### src/rtl/ddr_wr_sequencer.sv
module ddr_wr_sequencer #(
  parameter int DQ_W  = 8,
  parameter int AMB_W = 2
) (
  input  logic                clk,
  input  logic                rst_n,
  input  logic [AMB_W-1:0]    cfg_pre_cyc,
  input  logic [AMB_W-1:0]    cfg_post_cyc,
  input  logic                cfg_crc_en,
  input  logic                wr_req,
  input  logic                wr_bl16,
  output logic                data_take,
  input  logic [DQ_W-1:0]     wr_data,
  input  logic [DQ_W/8-1:0]   wr_mask,
  output logic [DQ_W-1:0]     dq,
  output logic [DQ_W/8-1:0]   dm,
  output logic                dq_oe,
  output logic                dqs,
  output logic                dqs_oe
);
  localparam int DM_W  = DQ_W / 8;
  localparam int LANES = DQ_W / 4;
  localparam int CW    = (AMB_W > 5) ? AMB_W : 5;

  typedef enum logic [2:0] {
    S_IDLE, S_PRE, S_DATA, S_CRC, S_INTER, S_POST, S_DONE
  } st_t;

  st_t                 st;
  logic [CW-1:0]       cnt;
  logic                bl_q, pend_q, pend_bl_q, crc_q;
  logic [AMB_W-1:0]    pre_q, post_q;
  logic [LANES*8-1:0]  crc_r;
  logic [DQ_W-1:0]     dq_q;
  logic [DM_W-1:0]     dm_q;
  logic                dq_oe_q, dqs_q, dqs_oe_q;

  function automatic logic [7:0] crc_nib(input logic [7:0] c, input logic [3:0] d);
    logic [7:0] r;
    logic       fb;
    r = c;
    for (int i = 0; i < 4; i++) begin
      fb = r[7] ^ d[i];
      r  = {r[6:0], 1'b0} ^ (fb ? 8'h07 : 8'h00);
    end
    return r;
  endfunction

  wire in_burst = (st == S_DATA) || (st == S_CRC);
  wire req_q    = wr_req && in_burst && !pend_q;
  wire pend_any = pend_q || req_q;
  wire nxt_bl   = pend_q ? pend_bl_q : wr_bl16;
  wire last     = (cnt == '0);
  wire to_crc   = crc_q && bl_q;

  wire [CW-1:0] pre_ld  = CW'(pre_q);
  wire [CW-1:0] post_ld = CW'(post_q);
  wire [CW-1:0] bl_ld   = bl_q ? CW'(15) : CW'(7);

  assign data_take = (st == S_DATA);
  assign dq        = dq_q;
  assign dm        = dm_q;
  assign dq_oe     = dq_oe_q;
  assign dqs       = dqs_q;
  assign dqs_oe    = dqs_oe_q;

  always_ff @(posedge clk) begin
    if (!rst_n) begin
      st        <= S_IDLE;
      cnt       <= '0;
      bl_q      <= 1'b0;
      pend_q    <= 1'b0;
      pend_bl_q <= 1'b0;
      crc_q     <= 1'b0;
      pre_q     <= '0;
      post_q    <= '0;
      crc_r     <= '0;
      dq_q      <= '0;
      dm_q      <= '0;
      dq_oe_q   <= 1'b0;
      dqs_q     <= 1'b0;
      dqs_oe_q  <= 1'b0;
    end else begin
      dq_oe_q  <= in_burst;
      dqs_oe_q <= (st != S_IDLE) && (st != S_DONE);
      dqs_q    <= in_burst ? ~dqs_q : 1'b0;

      if (st == S_DATA) begin
        dq_q <= wr_data;
        dm_q <= wr_mask;
        for (int g = 0; g < LANES; g++)
          crc_r[8*g +: 8] <= crc_nib(crc_r[8*g +: 8], wr_data[4*g +: 4]);
      end else if (st == S_CRC) begin
        dm_q <= '0;
        for (int g = 0; g < LANES; g++)
          dq_q[4*g +: 4] <= cnt[0] ? crc_r[8*g +: 4] : crc_r[8*g+4 +: 4];
      end else begin
        dq_q <= '0;
        dm_q <= '0;
      end

      if (req_q) begin
        pend_q    <= 1'b1;
        pend_bl_q <= wr_bl16;
      end

      case (st)
        S_IDLE: if (wr_req) begin
          st     <= S_PRE;
          cnt    <= CW'(cfg_pre_cyc);
          pre_q  <= cfg_pre_cyc;
          post_q <= cfg_post_cyc;
          crc_q  <= cfg_crc_en;
          bl_q   <= wr_bl16;
        end
        S_PRE, S_INTER: begin
          if (last) begin
            st    <= S_DATA;
            cnt   <= bl_ld;
            crc_r <= '0;
          end else cnt <= cnt - 1'b1;
        end
        S_DATA, S_CRC: begin
          if (!last) cnt <= cnt - 1'b1;
          else if (st == S_DATA && to_crc) begin
            st  <= S_CRC;
            cnt <= CW'(1);
          end else if (pend_any) begin
            st     <= S_INTER;
            cnt    <= pre_ld;
            bl_q   <= nxt_bl;
            pend_q <= 1'b0;
          end else begin
            st  <= S_POST;
            cnt <= post_ld;
          end
        end
        S_POST: begin
          if (last) st <= S_DONE;
          else cnt <= cnt - 1'b1;
        end
        default: st <= S_IDLE;
      endcase
    end
  end
endmodule


### config.mk
export PLATFORM = sky130hd
export DESIGN_NAME = ddr_wr_sequencer
export DESIGN_NICKNAME = d
export VERILOG_FILES = /design/src/rtl/ddr_wr_sequencer.sv
export SDC_FILE = /design/constraint.sdc
export NUM_CORES = 1
export LEC_CHECK = 0
export BUFFER_PORTS_ARGS = -buffer_cell sky130_fd_sc_hd__buf_2
export CAP_MARGIN = 40
export CORE_MARGIN = 2
export CORE_UTILIZATION = 60
export DETAILED_ROUTE_END_ITERATION = 10
export HOLD_SLACK_MARGIN = 0.03
export PLACE_DENSITY_LB_ADDON = 0.3
export SYNTH_ARGS = -nofsm -noshare
export SYNTH_HDL_FRONTEND = slang
export SYNTH_SLANG_ARGS = --single-unit
### constraint.sdc
create_clock -name clk -period 4.3 [get_ports clk]
set_input_delay 0.43 -clock clk [delete_from_list [all_inputs] [get_ports clk]]
set_output_delay 0.43 -clock clk [all_outputs]
set_load 0.005 [all_outputs]
==> reports/metrics.csv, run 1 <==
stage,metric,value,unit
cts,path_clk_slew,0.13,ns
setup_path,r2r_slack,1.83,ns
cells_and_area,diodes,0,
logic_synthesis,ys_warn_count,0,
cells_and_area,fillers,309,
timing,tightest_slew,0.698,ns
logic_synthesis,yosys.area.top_type,dfxtp_1,
cts,cts_tree,done,
floorplan,pin_count,31,
logic_synthesis,ys.flop_type,dfxtp_1,
logic_synthesis,synth_edf_count,0,
logic_synthesis,yosysSeqAreaShare,40.4,%
hold_path,hp-class,in -> reg,
setup_path,cp_slowest_stage_delay,0.65,ns
logic_synthesis,ys_seq_elements,44,
timing,setup_viol,0,
timing,maxSlewViolCount,0,
power_and_ir_drop,switchingPower,593,uW
logic_synthesis,syn_nets,266,
setup_path,r2r_start,cnt[0],
timing,rsz0062_at_grt,no,
global_routing,track_usage,22.8,%
cts,cts_sinks,44,
cts,cts_setup_buffers,0,
drt,via_per_inst,5.66,
place,gp_congestion,0.802,
drt,antenna_left,0,
power_and_ir_drop,p_comb_share,42.9,%
timing,timing.fmax,385,MHz
floorplan,die_w,64.3,um
cts,ctsResizeCount,0,
global_routing,antenna_found_initial,0,
setup_path,critical_path.startpoint_type,flop,
timing,finalClockSkew,0.0134,ns
cts,cts_made_buffers,5,
cells_and_area,nets,288,
drt,drt-total-wl,4270,um
floorplan,start_util,63.8,%
hold_path,whs_path_depth,2,
logic_synthesis,synth_top_area_share,40.4,%
run,cap_violations,0,
cts,cts_max_level,2,
timing,whs,0.302,ns
setup_path,cp-end-kind,output pin,
timing,final_hold_viol_count,0,
logic_synthesis,avgSynthCellArea,8.82,um2
timing,min_period,2.60,ns
cts,cts_hold_buf,0,
timing,period_share,60.4,%
global_routing,grt-ovfl-total,0,
run_status,outcome,"complete, no violations",
cts,clkLatencyLatePin,0.38,ns
cts,cts_root_buf,clkbuf_4,
logic_synthesis,synthArstFlopShare,0,%
setup_path,cp-endpoint,data_take,
cells_and_area,mostFrequentLayoutCell,dfxtp_1,
setup_path,r2r_cells,6,
power_and_ir_drop,p_sw_share,41.0,%
power_and_ir_drop,clockPowerShare,15.3,%
logic_synthesis,synth.distinct_cells,45,
setup_path,worstPathRequired,3.87,ns
drt,wl_per_cell,13.5,um
global_routing,use_met3,4.93,%
floorplan,row_count,21,
floorplan,dieHeight,64.3,um
setup_path,worstSetupStartpoint,st[2],
global_routing,grt_pass1_vias,1557,
cts,clock_path_buffers,2,
power_and_ir_drop,seqPwrFrac,41.8,%
global_routing,grt_max_degree,33,
drt,num_vias,1788,
power_and_ir_drop,power.internal,853,uW
setup_path,arrival,2.17,ns
drt,drtPass1Iterations,4,
place,post-dp-hpwl,2960,um
timing,tns,0,ns
logic_synthesis,netlist_instances,247,
setup_path,path_class,reg -> out,
global_routing,use_met2,32.6,%
setup_path,crit_slowest_cell,dfxtp_1,
setup_path,worstPathMaxFanout,25,
power_and_ir_drop,power.density,610,nW/um2
logic_synthesis,synth_area,2180,um2
timing,relSlewSlack,53.4,%
power_and_ir_drop,power_leakage,0.000909,uW
cells_and_area,drive_gt1_share,17.0,%
logic_synthesis,ys_top_cells_by_area,"dfxtp_1 (40%), mux2i_1 (7.8%), xnor2_1 (6.4%)",
setup_path,cp_cell_sequence,"and2b_1, nand2b_1, clkinv_1, buf_4, buf_2",
global_routing,busiest_layer,met2,
drt,route.detailed.drc,0,
setup_path,r2r-end,crc_r[11],
place,port_buffers,30,
drt,drtIter0Drc,113,
floorplan,coreArea,3420,um2
cells_and_area,layout_common_cells,"dfxtp_1 (44), buf_2 (30), nand2_1 (25), nor2_1 (21)",
cells_and_area,area_growth,8.84,%
power_and_ir_drop,ir_drop,0.000310,V
floorplan,dieArea,4130,um2
global_routing,met1_usage,32.2,%
global_routing,grt_pass1_wl,7240,um
-- state kept, by name, indices dropped and copies added, names as in the netlist --
register	cells
dq_oe	1
dq	8
st	3
crc_q	1
cnt	5
bl_q	1
post_q	2
dm	1
crc_r	16
pend_bl_q	1
dqs	1
pend_q	1
dqs_oe	1
pre_q	2
-- cell usage after synthesis, types with 3 or more instances --
cell type	count
a211oi_1	17
a21oi_1	10
a31oi_1	5
and3_1	4
buf_2	8
clkbuf_1	3
dfxtp_1	44
inv_1	5
mux2i_1	17
nand2_1	25
nand2b_1	3
nand3_1	3
nor2_1	21
nor2b_1	7
nor3_1	6
nor3b_1	5
o21ai_0	9
or3_1	4
xnor2_1	16
xor2_1	5
-- area by class of cell --
cell class | count | area (um2) | area share, %
Clock buffer | 6 | 51.3 | 2.16
Clock inverter | 2 | 15.0 | 0.633
Inverter | 6 | 22.5 | 0.949
Multi-Input combinational cell | 180 | 1180 | 49.7
Sequential cell | 44 | 881 | 37.1
Tap cell | 46 | 57.6 | 2.43
Timing Repair Buffer | 32 | 165 | 6.96
-- cell families (layout without fill, tap and decap cells) --
family,Yosys count,count (layout),share of synthesized area (%)
and+or+nand+nor,85,85,19.7
muxes,17,17,7.81
AOI/OAI and AO/OA,56,56,17.6
xor gates and xnor gates,21,21,8.44
DFF,44,44,40.4
adders and majority gates,1,1,0.574
buffers and inverters,23,46,5.45
-- power by group through the flow --
stage	registers (uW)	logic, uW	clock network, uW
3_3_place_gp	609	602	0
4_1_cts	604	620	228
2_1_floorplan	565	563	0
5_1_grt	619	693	245
3_5_place_dp	613	617	0
6_report	604	621	221
-- how the worst min path moves through the flow --
stage,startpoint,end
6_report,wr_mask,dm
5_1_grt,wr_mask,dm
2_1_floorplan,dqs,dqs
3_3_place_gp,dqs,dqs
3_5_place_dp,dqs,dqs
4_1_cts,wr_mask,dm
-- critical path, delay by kind of cell, from the launching register on --
family	cells	cell delay (ns)
buffers and inverters	3	0.49
DFF	1	0.65
and+or+nand+nor	2	0.65
-- through the flow --
step	setup slack, ns	area, um2	power (uW)	instances	util [%]
5_1_grt	1.51	2370	1560	316	69.5
3_5_place_dp	1.86	2310	1230	308	67.5
2_1_floorplan	2.22	2180	1130	247	-
4_1_cts	1.69	2370	1450	316	69.5
3_3_place_gp	1.91	2310	1210	308	67.5
6_report	1.70	2370	1450	316	69.5
-- metal layers --
| metal | share of wire (%) | wire length [um] |
|---|---|---|
| met4 | 1.7 | 72 |
| met3 | 6.8 | 292 |
| met2 | 43 | 1840 |
| met1 | 48 | 2060 |
| met5 | 0 | 0 |
No activity file was read; power rests on OpenSTA's default activity.
==> run 2, diff against run 1 <==
- ABC_AREA: unset -> 1
- CORE_UTILIZATION: 60 -> 51
- clock period: 4.3 -> 2.2 ns (I/O delays scaled with it)
==> reports/metrics.csv, run 2 <==
stage,metric,value,unit,change
floorplan,dieArea,5050,um2,+22%
drt,route.detailed.drc,0,,unchanged
timing,setup_viol,0,,unchanged
cts,ctsResizeCount,0,,unchanged
place,dp_cells,412,,+34%
setup_path,worstPathMaxFanout,9,,-64%
floorplan,die_w,71.1,um,+11%
cts,cts_max_level,2,,unchanged
place,gp_congestion,0.915,,+14%
cts,cts_made_buffers,5,,unchanged
global_routing,grt_pass1_wl,8560,um,+18%
timing,maxSlewViolCount,0,,unchanged
logic_synthesis,netlist_instances,333,,+35%
logic_synthesis,synthAdderAreaFrac,0.545,%,-0.029 points
logic_synthesis,yosys-mux-area-fraction,0,%,-7.8 points
timing,finalClockSkew,0.00680,ns,-0.00663 ns
logic_synthesis,yosysSeqAreaShare,38.4,%,-2.0 points
timing,rsz0062_at_grt,no,,
cts,cts_root_buf,clkbuf_8,,
logic_synthesis,ys_warn_count,0,,unchanged
logic_synthesis,synth.most_common_cell,nand2_1,,
global_routing,grt_pass1_vias,1930,,+24%
cells_and_area,largest_register_ffs,16,,unchanged
floorplan,row_count,24,,+14%
timing,tns,0,ns,unchanged
cts,cts_tree,done,,
logic_synthesis,synth.distinct_cells,32,,-29%
drt,drtPass1Iterations,4,,unchanged
cts,cts_hold_buf,0,,unchanged
floorplan,coreArea,4350,um2,+27%
logic_synthesis,yosys.area_share.simple,24.6,%,+4.9 points
logic_synthesis,synth_compound_area_share,21.3,%,+3.6 points
drt,via_per_inst,5.28,,-6.6%
power_and_ir_drop,power.density,1260,nW/um2,+110%
drt,wl_per_cell,12.3,um,-9.3%
setup_path,critical_path.startpoint_type,flop,,
logic_synthesis,syn_nets,352,,+32%
logic_synthesis,synthXorXnorAreaFrac,5.34,%,-3.1 points
logic_synthesis,ys.flop_type,dfxtp_1,,
timing,tightest_slew,0.401,ns,-0.298 ns
drt,drt-total-wl,5140,um,+20%
timing,min_period,1.71,ns,
logic_synthesis,yosys.area.top_type,dfxtp_1,,
logic_synthesis,avgSynthCellArea,6.89,um2,-22%
setup_path,cp-end-kind,flop,,
cts,clkLatencyLatePin,0.30,ns,-0.08 ns
global_routing,track_usage,21.3,%,-1.5 points
global_routing,antenna_found_initial,0,,unchanged
floorplan,dieHeight,71.1,um,+11%
logic_synthesis,ys_top_cells_by_area,"dfxtp_1 (38%), nand2_1 (11%), a21oi_1 (8.9%)",,
setup_path,path_class,reg -> reg,,
cells_and_area,mostFrequentLayoutCell,nand2_1,,
place,port_buffers,30,,unchanged
run_status,outcome,"complete, no violations",,
setup_path,arrival,1.91,ns,-0.26 ns
cells_and_area,drive_gt1_share,15.3,%,-1.8 points
logic_synthesis,ys_seq_elements,44,,unchanged
logic_synthesis,synthArstFlopShare,0,%,unchanged
hold_path,hp-class,in -> reg,,
logic_synthesis,synth_top_family_by_area,simple AND/OR/NAND/NOR gates,,
timing,period_share,77.8,%,
power_and_ir_drop,power_leakage,0.00127,uW,+40%
global_routing,grt-ovfl-total,0,,unchanged
drt,num_vias,2214,,+24%
cts,cts_sinks,44,,unchanged
cells_and_area,regMostFlops,crc_r,,
timing,timing.fmax,584,MHz,
global_routing,grt_max_degree,18,,-45%
cells_and_area,diodes,0,,unchanged
logic_synthesis,synth_edf_count,0,,unchanged
cts,cts_setup_buffers,0,,unchanged
cells_and_area,fin_cells,419,,+33%
logic_synthesis,synth_top_area_share,38.4,%,-2.0 points
cts,path_clk_slew,0.08,ns,-0.05 ns
floorplan,pin_count,31,,unchanged
logic_synthesis,synthTopCellsByCount,"nand2_1 (69), dfxtp_1 (44), inv_1 (43)",,
cts,clock_path_buffers,2,,unchanged
drt,drtIter0Drc,176,,+56%
logic_synthesis,synth_area,2300,um2,+5.3%
timing,final_hold_viol_count,0,,unchanged
drt,antenna_left,0,,unchanged
power_and_ir_drop,ir_drop,0.000601,V,+94%
cells_and_area,area_growth,13.1,%,
run,cap_violations,0,,unchanged
cells_and_area,nets,386,,+34%
floorplan,start_util,52.7,%,-11 points
place,post-dp-hpwl,3840,um,+30%
setup_path,worstPathRequired,2.40,ns,-1.47 ns
cells_and_area,layout_common_cells,"nand2_1 (69), dfxtp_1 (44), inv_1 (43), a21oi_1 (41), o21ai_0 (31)",,
timing,relSlewSlack,73.3,%,+20 points
-- run 2: cell types whose count changed after synthesis, sizes merged, moves of 9 or more --
cell and delta:
nand2 +48, inv +43, a21oi +31, o21ai +27
mux2i -17, nand3 +16, a211oi -15, nor2 +11
buf -9
-- run 2: worst max-delay path: stages, from the launching register on --
cell     delay (ns)
dfxtp_1        0.31
inv_1          0.18
ha_1           0.27
nand3_2        0.19
o21ai_4        0.34
inv_4          0.10
o21a_1         0.11
o21ai_1        0.07
inv_1          0.04
-- run 2: per-layer routing --
layer	routed length [um]	GRT usage (%)
met1	2660	31.0
met2	2220	31.8
met3	207	4.70
met4	56	6.29
met5	0	0
-- run 2: final timing paths --
check          start  endpoint  slack, ns  cells past startpoint
max reg2reg   cnt[0]  crc_r[4]       0.49                      8
min          wr_mask        dm       0.12                      3
max           cnt[0]  crc_r[4]       0.49                      8
min reg2reg      dqs       dqs       0.42                      1
-- run 2: metrics by stage --
| step | hold slack, ns | setup slack, ns | power [uW] | cell area, um2 | util, % |
|---|---|---|---|---|---|
| 3_5_place_dp | 0.406 | 0.515 | 2710 | 2500 | 57.4 |
| 2_1_floorplan | 0.332 | 0.697 | 2360 | 2300 | - |
| 6_report | 0.122 | 0.488 | 3260 | 2600 | 59.6 |
| 5_1_grt | 0.131 | 0.347 | 3530 | 2600 | 59.6 |
| 4_1_cts | 0.120 | 0.500 | 3260 | 2600 | 59.6 |
| 3_3_place_gp | 0.410 | 0.576 | 2700 | 2500 | 57.4 |
-- run 2: cells by family (layout without fill, tap and decap cells) --
logic type               Yosys count  after routing
AO/OA/AOI/OAI                     88             88
AND/OR/NAND/NOR                  130            130
buffers and inverters             56             90
adder cells (fa/ha/maj)            1              1
XOR/XNOR                          14             14
flip-flops                        44             44
-- run 2: power breakdown --
group,internal (uW),switching (uW)
Clock,280,264
Combinational,541,996
Sequential,1010,175
-- run 2: final cells by class --
class | instances | area, um2
clock buffers | 7 | 96.3
repair buffers | 34 | 180
flip-flops and latches | 44 | 881
well taps | 52 | 65.1
fillers | 413 | 1760
multi-input cells | 233 | 1190
inverters | 49 | 186
==> run 3, diff against run 2 <==
- CORE_UTILIZATION: 51 -> 57
- clock period: 2.2 -> 1.6 ns (I/O delays scaled with it)
==> reports/metrics.csv, run 3 (synthesis gave the netlist of run 2 again) <==
stage,metric,value,unit,change
hold_path,whs_path_depth,3,,unchanged
setup_path,worstPathMaxFanout,7,,-2
cells_and_area,regMostFlops,crc_r,,
drt,wl_per_cell,12.4,um,+1.4%
cells_and_area,multiInputGateArea,1190,um2,+0.21%
floorplan,row_count,23,,-4.2%
cts,cts_made_buffers,5,,unchanged
global_routing,track_usage,25.2,%,+3.9 points
drt,route.detailed.drc,0,,unchanged
cells_and_area,area_growth,14.7,%,
cts,cts_root_buf,clkbuf_8,,
floorplan,dieArea,4550,um2,-10%
power_and_ir_drop,power,4490,uW,+38%
setup_path,critical_path.startpoint_type,flop,,
timing,finalClockSkew,0.00892,ns,+0.00212 ns
timing,timing.fmax,662,MHz,+13%
setup_path,worstPathRequired,1.79,ns,-0.61 ns
global_routing,grt_pass1_wl,8730,um,+2.0%
setup_path,r2r-end,crc_r[2],,
drt,antenna_left,0,,unchanged
drt,drtPass1Iterations,4,,unchanged
floorplan,start_util,58.2,%,+5.5 points
setup_path,r2r_slack,0.09,ns,-0.40 ns
timing,maxSlewViolCount,0,,unchanged
cells_and_area,layout_common_cells,"nand2_1 (69), inv_1 (43), dfxtp_1 (42), a21oi_1 (41), o21ai_0 (31)",,
cells_and_area,fin_cells,424,,+1.2%
timing,setup_viol,0,,unchanged
hold_path,min_to,dm,,
place,gp_congestion,0.955,,+4.4%
power_and_ir_drop,power.density,1710,nW/um2,+36%
floorplan,die_w,67.5,um,-5.1%
cts,cts_sinks,44,,unchanged
global_routing,grt_pass1_vias,1929,,-0.052%
floorplan,dieHeight,67.5,um,-5.1%
power_and_ir_drop,ir_drop,0.000927,V,+54%
cts,cts_hold_buf,0,,unchanged
drt,via_per_inst,5.33,,+0.92%
drt,num_vias,2261,,+2.1%
global_routing,grt-ovfl-total,0,,unchanged
cells_and_area,seqCellArea,883,um2,+0.28%
cts,clkLatencyLatePin,0.29,ns,about the same
global_routing,grt_max_degree,17,,-1
cts,path_clk_slew,0.09,ns,about the same
setup_path,cp-end-kind,flop,,
timing,period_share,94.4,%,+17 points
global_routing,antenna_found_initial,0,,unchanged
drt,drtIter0Drc,167,,-5.1%
setup_path,path_class,reg -> reg,,
floorplan,pin_count,31,,unchanged
timing,rsz0062_at_grt,yes,,
drt,drt-total-wl,5270,um,+2.6%
run_status,outcome,"complete, no violations",,
setup_path,r2r_start,cnt[1],,
cells_and_area,largest_register_ffs,16,,unchanged
cts,cts_max_level,2,,unchanged
cells_and_area,mostFrequentLayoutCell,nand2_1,,
timing,final_hold_viol_count,0,,unchanged
setup_path,arrival,1.70,ns,-0.21 ns
cells_and_area,fillers,349,,-15%
place,dp_cells,416,,+0.97%
hold_path,hp-class,in -> reg,,
setup_path,r2r_cells,8,,unchanged
run,cap_violations,0,,unchanged
floorplan,coreArea,3940,um2,-9.5%
place,port_buffers,30,,unchanged
timing,min_period,1.51,ns,-0.202 ns
timing,tns,0,ns,unchanged
power_and_ir_drop,power_leakage,0.00130,uW,+2.0%
place,post-dp-hpwl,3920,um,+2.1%
cts,clock_path_buffers,2,,unchanged
cts,cts_tree,done,,
hold_path,worstHoldStart,wr_mask,,
cells_and_area,nets,393,,+1.8%
timing,tightest_slew,0.323,ns,-0.0775 ns
timing,relSlewSlack,78.3,%,+5.0 points
cells_and_area,drive_gt1_share,17.4,%,+2.1 points
cells_and_area,diodes,0,,unchanged
## run 3: critical path: stages (launching register included)
cell,delay [ns]
dfxtp_1,0.34
inv_1,0.06
ha_1,0.21
nand3_2,0.19
o21ai_4,0.27
buf_4,0.17
a21oi_1,0.04
o21ai_0,0.08
inv_1,0.05
## run 3: layer usage
layer | routed length, um | global-route usage [%]
met1 | 2480 | 34.5
met2 | 2440 | 40.3
met3 | 310 | 6.17
met4 | 44 | 5.36
met5 | 0 | 0
## run 3: worst max path at each step
stage                       from       end  slack [ns]  cells past startpoint
after CTS                  st[1]    cnt[0]        0.01                      8
after global placement     st[1]    cnt[0]        0.07                      8
after global routing       st[2]    cnt[0]      -0.008                      9
after detailed placement   st[1]    cnt[0]        0.06                      8
final                     cnt[1]  crc_r[2]        0.09                      8
after floorplan           cnt[0]  crc_r[4]         0.1                      8
## run 3: repair_timing
| item | CTS | global route |
|---|---|---|
| resized for setup | 0 | 3 |
| buffers inserted | 0 | 1 |
| setup endpoints to repair | 0 | 19 |
## run 3: per-stage QoR
step           hold WS [ns]  cell area (um2)  util (%)  worst slack [ns]
3_3_place_gp          0.376             2540      64.5            0.0723
3_5_place_dp          0.381             2540      64.5            0.0600
6_report             0.0764             2630      66.8            0.0897
2_1_floorplan         0.272             2300         -            0.0968
5_1_grt              0.0839             2630      66.8          -0.00827
4_1_cts              0.0685             2620      66.5            0.0114
## run 3: final cells by class
type / count / area share [%]
clock buffers: 6 / 2.76
clock inverters: 1 / 0.190
inverters: 49 / 7.08
multi-input cells: 233 / 45.2
flip-flops and latches: 44 / 33.6
well taps: 50 / 2.38
repair buffers: 41 / 8.84
## run 3: power by group
group	switching, uW	internal, uW
logic	1410	808
registers	226	1390
clock network	367	298
